[config.mk]
export PLATFORM = sky130hd
export DESIGN_NAME = assoc_tag_cam
export DESIGN_NICKNAME = d
export VERILOG_FILES = /design/src/rtl/assoc_tag_cam_pkg.sv /design/src/rtl/cam_tag_store.sv /design/src/rtl/cam_match_unit.sv /design/src/rtl/cam_lru_order.sv /design/src/rtl/assoc_tag_cam.sv
export SDC_FILE = /design/constraint.sdc
export NUM_CORES = 2
export LEC_CHECK = 0
export BUFFER_PORTS_ARGS = -buffer_cell sky130_fd_sc_hd__buf_2
export CAP_MARGIN = 15
export CORE_ASPECT_RATIO = 0.9
export CORE_UTILIZATION = 30
export CTS_CLUSTER_DIAMETER = 40
export DETAILED_ROUTE_END_ITERATION = 8
export PLACE_DENSITY = 0.46
export SYNTH_ARGS = -nofsm -noshare
export SYNTH_HDL_FRONTEND = slang
export SYNTH_HIERARCHICAL = 1
export SYNTH_SLANG_ARGS = --single-unit
[constraint.sdc]
create_clock -name clk -period 6.4 [get_ports clk]
set_clock_uncertainty 0.2 [all_clocks]
set_input_delay 1.28 -clock clk [delete_from_list [all_inputs] [get_ports clk]]
set_output_delay 1.28 -clock clk [all_outputs]
set_load 0.01 [all_outputs]
[src/rtl/assoc_tag_cam_pkg.sv]
package assoc_tag_cam_pkg;
   localparam int unsigned CAM_DEF_ENTRIES = 16;
   localparam int unsigned CAM_DEF_TAG_W   = 32;
   localparam int unsigned CAM_DEF_STATE_W = 4;
   localparam int unsigned CAM_DEF_IDX_W   = $clog2(CAM_DEF_ENTRIES);
endpackage

[src/rtl/cam_tag_store.sv]
module cam_tag_store #(
   parameter int unsigned ENTRIES = 16,
   parameter int unsigned TAG_W   = 32,
   parameter int unsigned STATE_W = 4,
   parameter int unsigned IDX_W   = $clog2(ENTRIES)
) (
   input  logic                              clk,
   input  logic                              rst_n,
   input  logic                              clear_i,
   input  logic                              wr_en_i,
   input  logic [IDX_W-1:0]                  wr_idx_i,
   input  logic [TAG_W-1:0]                  wr_tag_i,
   input  logic [STATE_W-1:0]                wr_state_i,
   output logic [ENTRIES-1:0]                eff_valid_o,
   output logic [ENTRIES-1:0][TAG_W-1:0]     eff_tag_o,
   output logic [ENTRIES-1:0][STATE_W-1:0]   eff_state_o,
   output logic [ENTRIES-1:0]                valid_q_o,
   output logic [ENTRIES-1:0][TAG_W-1:0]     tag_q_o
);
   logic [ENTRIES-1:0]              valid_q;
   logic [ENTRIES-1:0][TAG_W-1:0]   tag_q;
   logic [ENTRIES-1:0][STATE_W-1:0] state_q;
   logic                            wr_go;

   assign wr_go = wr_en_i && !clear_i;

   // Post-write view: a lookup in the same cycle sees the write first
   for (genvar e = 0; e < ENTRIES; e++) begin : g_slot
      logic sel;
      assign sel = wr_go && (wr_idx_i == IDX_W'(e));

      assign eff_valid_o[e] = sel ? 1'b1       : valid_q[e];
      assign eff_tag_o[e]   = sel ? wr_tag_i   : tag_q[e];
      assign eff_state_o[e] = sel ? wr_state_i : state_q[e];

      always_ff @(posedge clk or negedge rst_n) begin
         if (!rst_n) begin
            valid_q[e] <= 1'b0;
            tag_q[e]   <= '0;
            state_q[e] <= '0;
         end else if (clear_i) begin
            valid_q[e] <= 1'b0;
         end else if (sel) begin
            valid_q[e] <= 1'b1;
            tag_q[e]   <= wr_tag_i;
            state_q[e] <= wr_state_i;
         end
      end
   end

   assign valid_q_o = valid_q;
   assign tag_q_o   = tag_q;

   a_r9_clear_empties: assert property (@(posedge clk) disable iff (!rst_n)
      clear_i |=> (valid_q == '0));

   a_r5_write_lands: assert property (@(posedge clk) disable iff (!rst_n)
      (wr_en_i && !clear_i) |=> (valid_q[$past(wr_idx_i)] &&
                                 tag_q[$past(wr_idx_i)] == $past(wr_tag_i)));
endmodule

[src/rtl/cam_match_unit.sv]
module cam_match_unit #(
   parameter int unsigned ENTRIES = 16,
   parameter int unsigned TAG_W   = 32,
   parameter int unsigned STATE_W = 4,
   parameter int unsigned IDX_W   = $clog2(ENTRIES)
) (
   input  logic                              clk,
   input  logic                              rst_n,
   input  logic [TAG_W-1:0]                  key_i,
   input  logic [ENTRIES-1:0]                valid_i,
   input  logic [ENTRIES-1:0][TAG_W-1:0]     tag_i,
   input  logic [ENTRIES-1:0][STATE_W-1:0]   state_i,
   output logic                              hit_o,
   output logic [IDX_W-1:0]                  hit_idx_o,
   output logic [STATE_W-1:0]                hit_state_o
);
   logic [ENTRIES-1:0] match_vec;

   for (genvar e = 0; e < ENTRIES; e++) begin : g_cmp
      assign match_vec[e] = valid_i[e] && (tag_i[e] == key_i);
   end

   // Lowest slot number wins: scan from the top so the last assignment is the lowest
   always_comb begin
      hit_idx_o = '0;
      for (int e = ENTRIES - 1; e >= 0; e--) begin
         if (match_vec[e]) hit_idx_o = IDX_W'(e);
      end
   end

   assign hit_o       = |match_vec;
   assign hit_state_o = state_i[hit_idx_o];

   logic [ENTRIES-1:0] below_mask;
   assign below_mask = ({{(ENTRIES-1){1'b0}}, 1'b1} << hit_idx_o) - 1'b1;

   a_r7_lowest_wins: assert property (@(posedge clk) disable iff (!rst_n)
      hit_o |-> ((match_vec & below_mask) == '0) && match_vec[hit_idx_o]);
endmodule

[src/rtl/cam_lru_order.sv]
module cam_lru_order #(
   parameter int unsigned ENTRIES = 16,
   parameter int unsigned IDX_W   = $clog2(ENTRIES)
) (
   input  logic             clk,
   input  logic             rst_n,
   input  logic             clear_i,
   input  logic             first_en_i,
   input  logic [IDX_W-1:0] first_idx_i,
   input  logic             second_en_i,
   input  logic [IDX_W-1:0] second_idx_i,
   output logic [IDX_W-1:0] victim_o,
   output logic [IDX_W-1:0] oldest_q_o,
   output logic [IDX_W-1:0] newest_q_o
);
   typedef logic [ENTRIES-1:0][IDX_W-1:0] order_t;

   order_t order_q, order_mid, order_nxt;

   function automatic order_t promote(input order_t o, input logic [IDX_W-1:0] x);
      order_t r;
      logic   seen;
      seen = 1'b0;
      for (int i = 0; i < ENTRIES - 1; i++) begin
         if (o[i] == x) seen = 1'b1;
         r[i] = seen ? o[i+1] : o[i];
      end
      r[ENTRIES-1] = x;
      return r;
   endfunction

   always_comb begin
      order_mid = first_en_i  ? promote(order_q, first_idx_i)    : order_q;
      order_nxt = second_en_i ? promote(order_mid, second_idx_i) : order_mid;
   end

   always_ff @(posedge clk or negedge rst_n) begin
      if (!rst_n) begin
         for (int i = 0; i < ENTRIES; i++) order_q[i] <= IDX_W'(i);
      end else if (clear_i) begin
         for (int i = 0; i < ENTRIES; i++) order_q[i] <= IDX_W'(i);
      end else begin
         order_q <= order_nxt;
      end
   end

   assign victim_o   = order_mid[0];
   assign oldest_q_o = order_q[0];
   assign newest_q_o = order_q[ENTRIES-1];

   logic [ENTRIES-1:0] present;
   always_comb begin
      present = '0;
      for (int i = 0; i < ENTRIES; i++) present[order_q[i]] = 1'b1;
   end

   a_r6_order_is_permutation: assert property (@(posedge clk) disable iff (!rst_n)
      present == {ENTRIES{1'b1}});
endmodule

[src/rtl/assoc_tag_cam.sv]
module assoc_tag_cam
   import assoc_tag_cam_pkg::*;
#(
   parameter int unsigned ENTRIES = CAM_DEF_ENTRIES,
   parameter int unsigned TAG_W   = CAM_DEF_TAG_W,
   parameter int unsigned STATE_W = CAM_DEF_STATE_W
) (
   input  logic                        clk,
   input  logic                        rst_n,
   input  logic                        clear_i,
   input  logic                        wr_en_i,
   input  logic [$clog2(ENTRIES)-1:0]  wr_idx_i,
   input  logic [TAG_W-1:0]            wr_tag_i,
   input  logic [STATE_W-1:0]          wr_state_i,
   input  logic                        lk_en_i,
   input  logic [TAG_W-1:0]            lk_key_i,
   output logic                        res_valid_o,
   output logic                        res_hit_o,
   output logic [$clog2(ENTRIES)-1:0]  res_idx_o,
   output logic [STATE_W-1:0]          res_state_o
);
   localparam int unsigned IDX_W = $clog2(ENTRIES);

   if (ENTRIES < 2 || (1 << IDX_W) != ENTRIES) begin : g_bad_entries
      $error("ENTRIES must be a power of two, at least 2");
   end
   if (TAG_W < 1 || STATE_W < 1) begin : g_bad_width
      $error("TAG_W and STATE_W must be positive");
   end

   logic [ENTRIES-1:0]              eff_valid, valid_q;
   logic [ENTRIES-1:0][TAG_W-1:0]   eff_tag, tag_q;
   logic [ENTRIES-1:0][STATE_W-1:0] eff_state;
   logic                            hit;
   logic [IDX_W-1:0]                hit_idx, victim, oldest_q, newest_q;
   logic [STATE_W-1:0]              hit_state;
   logic                            lk_go, wr_go;

   assign lk_go = lk_en_i && !clear_i;
   assign wr_go = wr_en_i && !clear_i;

   cam_tag_store #(.ENTRIES(ENTRIES), .TAG_W(TAG_W), .STATE_W(STATE_W), .IDX_W(IDX_W)) store_i (
      .clk(clk), .rst_n(rst_n), .clear_i(clear_i),
      .wr_en_i(wr_en_i), .wr_idx_i(wr_idx_i), .wr_tag_i(wr_tag_i), .wr_state_i(wr_state_i),
      .eff_valid_o(eff_valid), .eff_tag_o(eff_tag), .eff_state_o(eff_state),
      .valid_q_o(valid_q), .tag_q_o(tag_q)
   );

   cam_match_unit #(.ENTRIES(ENTRIES), .TAG_W(TAG_W), .STATE_W(STATE_W), .IDX_W(IDX_W)) match_i (
      .clk(clk), .rst_n(rst_n), .key_i(lk_key_i),
      .valid_i(eff_valid), .tag_i(eff_tag), .state_i(eff_state),
      .hit_o(hit), .hit_idx_o(hit_idx), .hit_state_o(hit_state)
   );

   cam_lru_order #(.ENTRIES(ENTRIES), .IDX_W(IDX_W)) order_i (
      .clk(clk), .rst_n(rst_n), .clear_i(clear_i),
      .first_en_i(wr_go), .first_idx_i(wr_idx_i),
      .second_en_i(lk_go && hit), .second_idx_i(hit_idx),
      .victim_o(victim), .oldest_q_o(oldest_q), .newest_q_o(newest_q)
   );

   always_ff @(posedge clk or negedge rst_n) begin
      if (!rst_n) begin
         res_valid_o <= 1'b0;
         res_hit_o   <= 1'b0;
         res_idx_o   <= '0;
         res_state_o <= '0;
      end else begin
         res_valid_o <= lk_go;
         if (lk_go) begin
            res_hit_o   <= hit;
            res_idx_o   <= hit ? hit_idx : victim;
            res_state_o <= hit ? hit_state : '0;
         end
      end
   end

   a_r2_result_follows: assert property (@(posedge clk) disable iff (!rst_n)
      (lk_en_i && !clear_i) |=> res_valid_o);

   a_r2_no_spurious: assert property (@(posedge clk) disable iff (!rst_n)
      !(lk_en_i && !clear_i) |=> !res_valid_o);

   a_r3_hit_slot_holds_key: assert property (@(posedge clk) disable iff (!rst_n)
      (res_valid_o && res_hit_o) |-> (valid_q[res_idx_o] && tag_q[res_idx_o] == $past(lk_key_i)));

   a_r4_miss_is_oldest: assert property (@(posedge clk) disable iff (!rst_n)
      (res_valid_o && !res_hit_o) |-> (res_idx_o == oldest_q && res_state_o == '0));

   a_r6_hit_is_newest: assert property (@(posedge clk) disable iff (!rst_n)
      (res_valid_o && res_hit_o) |-> (newest_q == res_idx_o));

   a_r5_write_is_newest: assert property (@(posedge clk) disable iff (!rst_n)
      (wr_en_i && !clear_i && !(lk_en_i && hit)) |=> (newest_q == $past(wr_idx_i)));
endmodule

==> metrics.yaml <==
status: "finished, violations left"
violations: "negative setup slack"
netlist_area_mm2: 0.0444
fin_crit_sh: 1.05
path_depth: 30
slew_violations: 0
worst_pin_slew_ns: 0.783
ir_worst_vdd_mv: 0.276
cts_max_level: 4
cts_made_buffers: 134
setup_slack_ns: -0.295
p_leak_nw: 27.1
worstReg2RegEnd: "order_i/order_q[56]"
drv_cap: 0
setup_viol: 41
critPathLaunchType: "primary input"
criticalPathCategory: "in2reg"
via_per_inst: 5.04
wl_per_cell_um: 25.1
hold_end: "store_i/valid_q_o[14]"
io_buffer_count: 86
ctsLongestPathBuffers: 3
layout_common_cells: "mux2_2, buf_4, dfrtp_1"
wirelength_um: 171000
rows: 133
cp.required_ns: 6.82
r2r-start: "store_i/tag_q_o[179]"
grt_max_degree: 128
path_delay_family: "simple AND/OR/NAND/NOR gates"
tritoncts: "yes"
crit_top_cell: "buf_4"
cts-root-buf: "clkbuf_16"
ys_warn_count: 6
worstHoldStart: "store_i/valid_q_o[14]"
antenna_left: 0
hold_violations: 0
dp_slack_ns: -1.59
grt_pass1_vias: 35224
drt_iter0_drc: 2021
final_core_util: 0.408
antenna_found_initial: 15
die-area_mm2: 0.149
rsz0062_at_grt: "true"
grt_usage: 0.226
overflow: 0
pin_count: 87
dp_hpwl_um: 130000
place_inst: 6499
num_vias: 34230
critPathSlowestCell: "or4_4"
grt_pass1_wl_um: 247000
area_growth_pct: 34.8
die_width_um: 407
layout_commonest_cell: "mux2_2"
nNetsFinal: 4809
synth_fp_nets: 3935
placed_area_mm2: 0.0535
clk_pin_slew_ns: 0.05
end_kind: "flop"
cpPeakStageDelay_ns: 0.49
initial_core_util: 0.303
detail_route.first_pass.iterations: 5
power_density_mw_per_mm2: 291
crit_buf_inv: 11
fmax_mhz: 149
final_area_mm2: 0.0598
slew-limit-headroom: 0.478
cp_max_fo: 6
worstPathArrival_ns: 7.12
hold_ws_ns: 0.281
drive_above_1_share: 0.563
fin_cells: 6795
die_h_um: 367
cts_sinks: 666
drc_errors: 0
whs_path_depth: 2
rrSetupSlack_ns: 0.98
syn_area_per_cell_um2: 11.5
syn-instance-count: 3858
gp_congestion: 0.979
min_path_type: "reg2reg"
period_needed_ns: 6.69
core_area_mm2: 0.146
reg2reg_depth: 25
clock_latency_ns: 0.76
-- per-stage QoR --
stage,TNS [ns],power (mW)
global placement,-80.10,9.97
CTS,-1.87,17.5
detailed placement,-81.46,10.0
finish,-5.84,17.4
global route,-12.98,18.1
floorplan,-28.18,7.97
-- metal layers --
layer / vias to the layer above / wire length, um / GRT usage
li1: 15631 / - / -
met3: 243 / 6750 / 0.0290
met5: - / 0 / 0
met2: 733 / 77400 / 0.354
met1: 17623 / 81600 / 0.320
met4: 0 / 4960 / 0.0707
-- area by class of cell --
type | instances | area (um2)
Antenna cell | 4 | 10.0
Clock buffer | 172 | 3750
Clock inverter | 66 | 870
Fill cell | 14180 | 86600
Inverter | 45 | 171
Multi-Input combinational cell | 2801 | 26500
Sequential cell | 666 | 16700
Tap cell | 1957 | 2450
Timing Repair Buffer | 1084 | 9400
-- flip-flops by register name, summed over array words and instances, names as in the netlist --
name / count
store_i/tag_q_o: 512
store_i/state_q: 64
order_i/order_q: 56
store_i/valid_q_o: 16
order_i/newest_q_o: 4
order_i/oldest_q_o: 4
res_idx_o: 4
res_state_o: 4
res_hit_o: 1
res_valid_o: 1
-- worst register-to-register path: stages (launching register included) --
cell and delay (ns):
dfrtp_1 0.37, mux2_2 0.27, xor2_1 0.22, nor4_1 0.32, nand4_1 0.14, or4_4 0.57
buf_4 0.19, buf_4 0.15, nor2b_1 0.15, nor2_1 0.09, nand2_1 0.09, o21ai_4 0.17
buf_12 0.14, buf_12 0.12, inv_1 0.06, o22ai_2 0.14, a211o_1 0.13, a21oi_2 0.04
nor2b_2 0.16, a211o_4 0.34, nor3_4 0.18, buf_6 0.15, nand4_4 0.13, a211oi_4 0.34
o41ai_4 0.15, mux2_4 0.31
-- worst max path at each step --
stage,start,to,slack (ns)
final,clear_i,order_i/order_q[56],-0.29
after global routing,wr_en_i,order_i/order_q[56],-0.45
after CTS,clear_i,order_i/order_q[56],-0.15
after detailed placement,clear_i,order_i/order_q[50],-1.59
after global placement,clear_i,order_i/order_q[51],-1.58
after floorplan,clear_i,order_i/order_q[56],-0.96
-- power breakdown --
part	internal, mW	total [mW]	leakage [nW]	switching (mW)
clock network	4.85	7.31	2.24	2.47
registers	4.98	5.38	8.50	0.405
logic	2.45	4.72	16.4	2.27
-- what timing repair did --
action                                  CTS  global route
buffers inserted                         28            24
cloned                                    5             1
hold buffers                              0             0
gates resized for setup                 109           107
endpoints found under the setup margin   58            54
pin swaps                                45            56
Power figures use the tool's default switching activity.
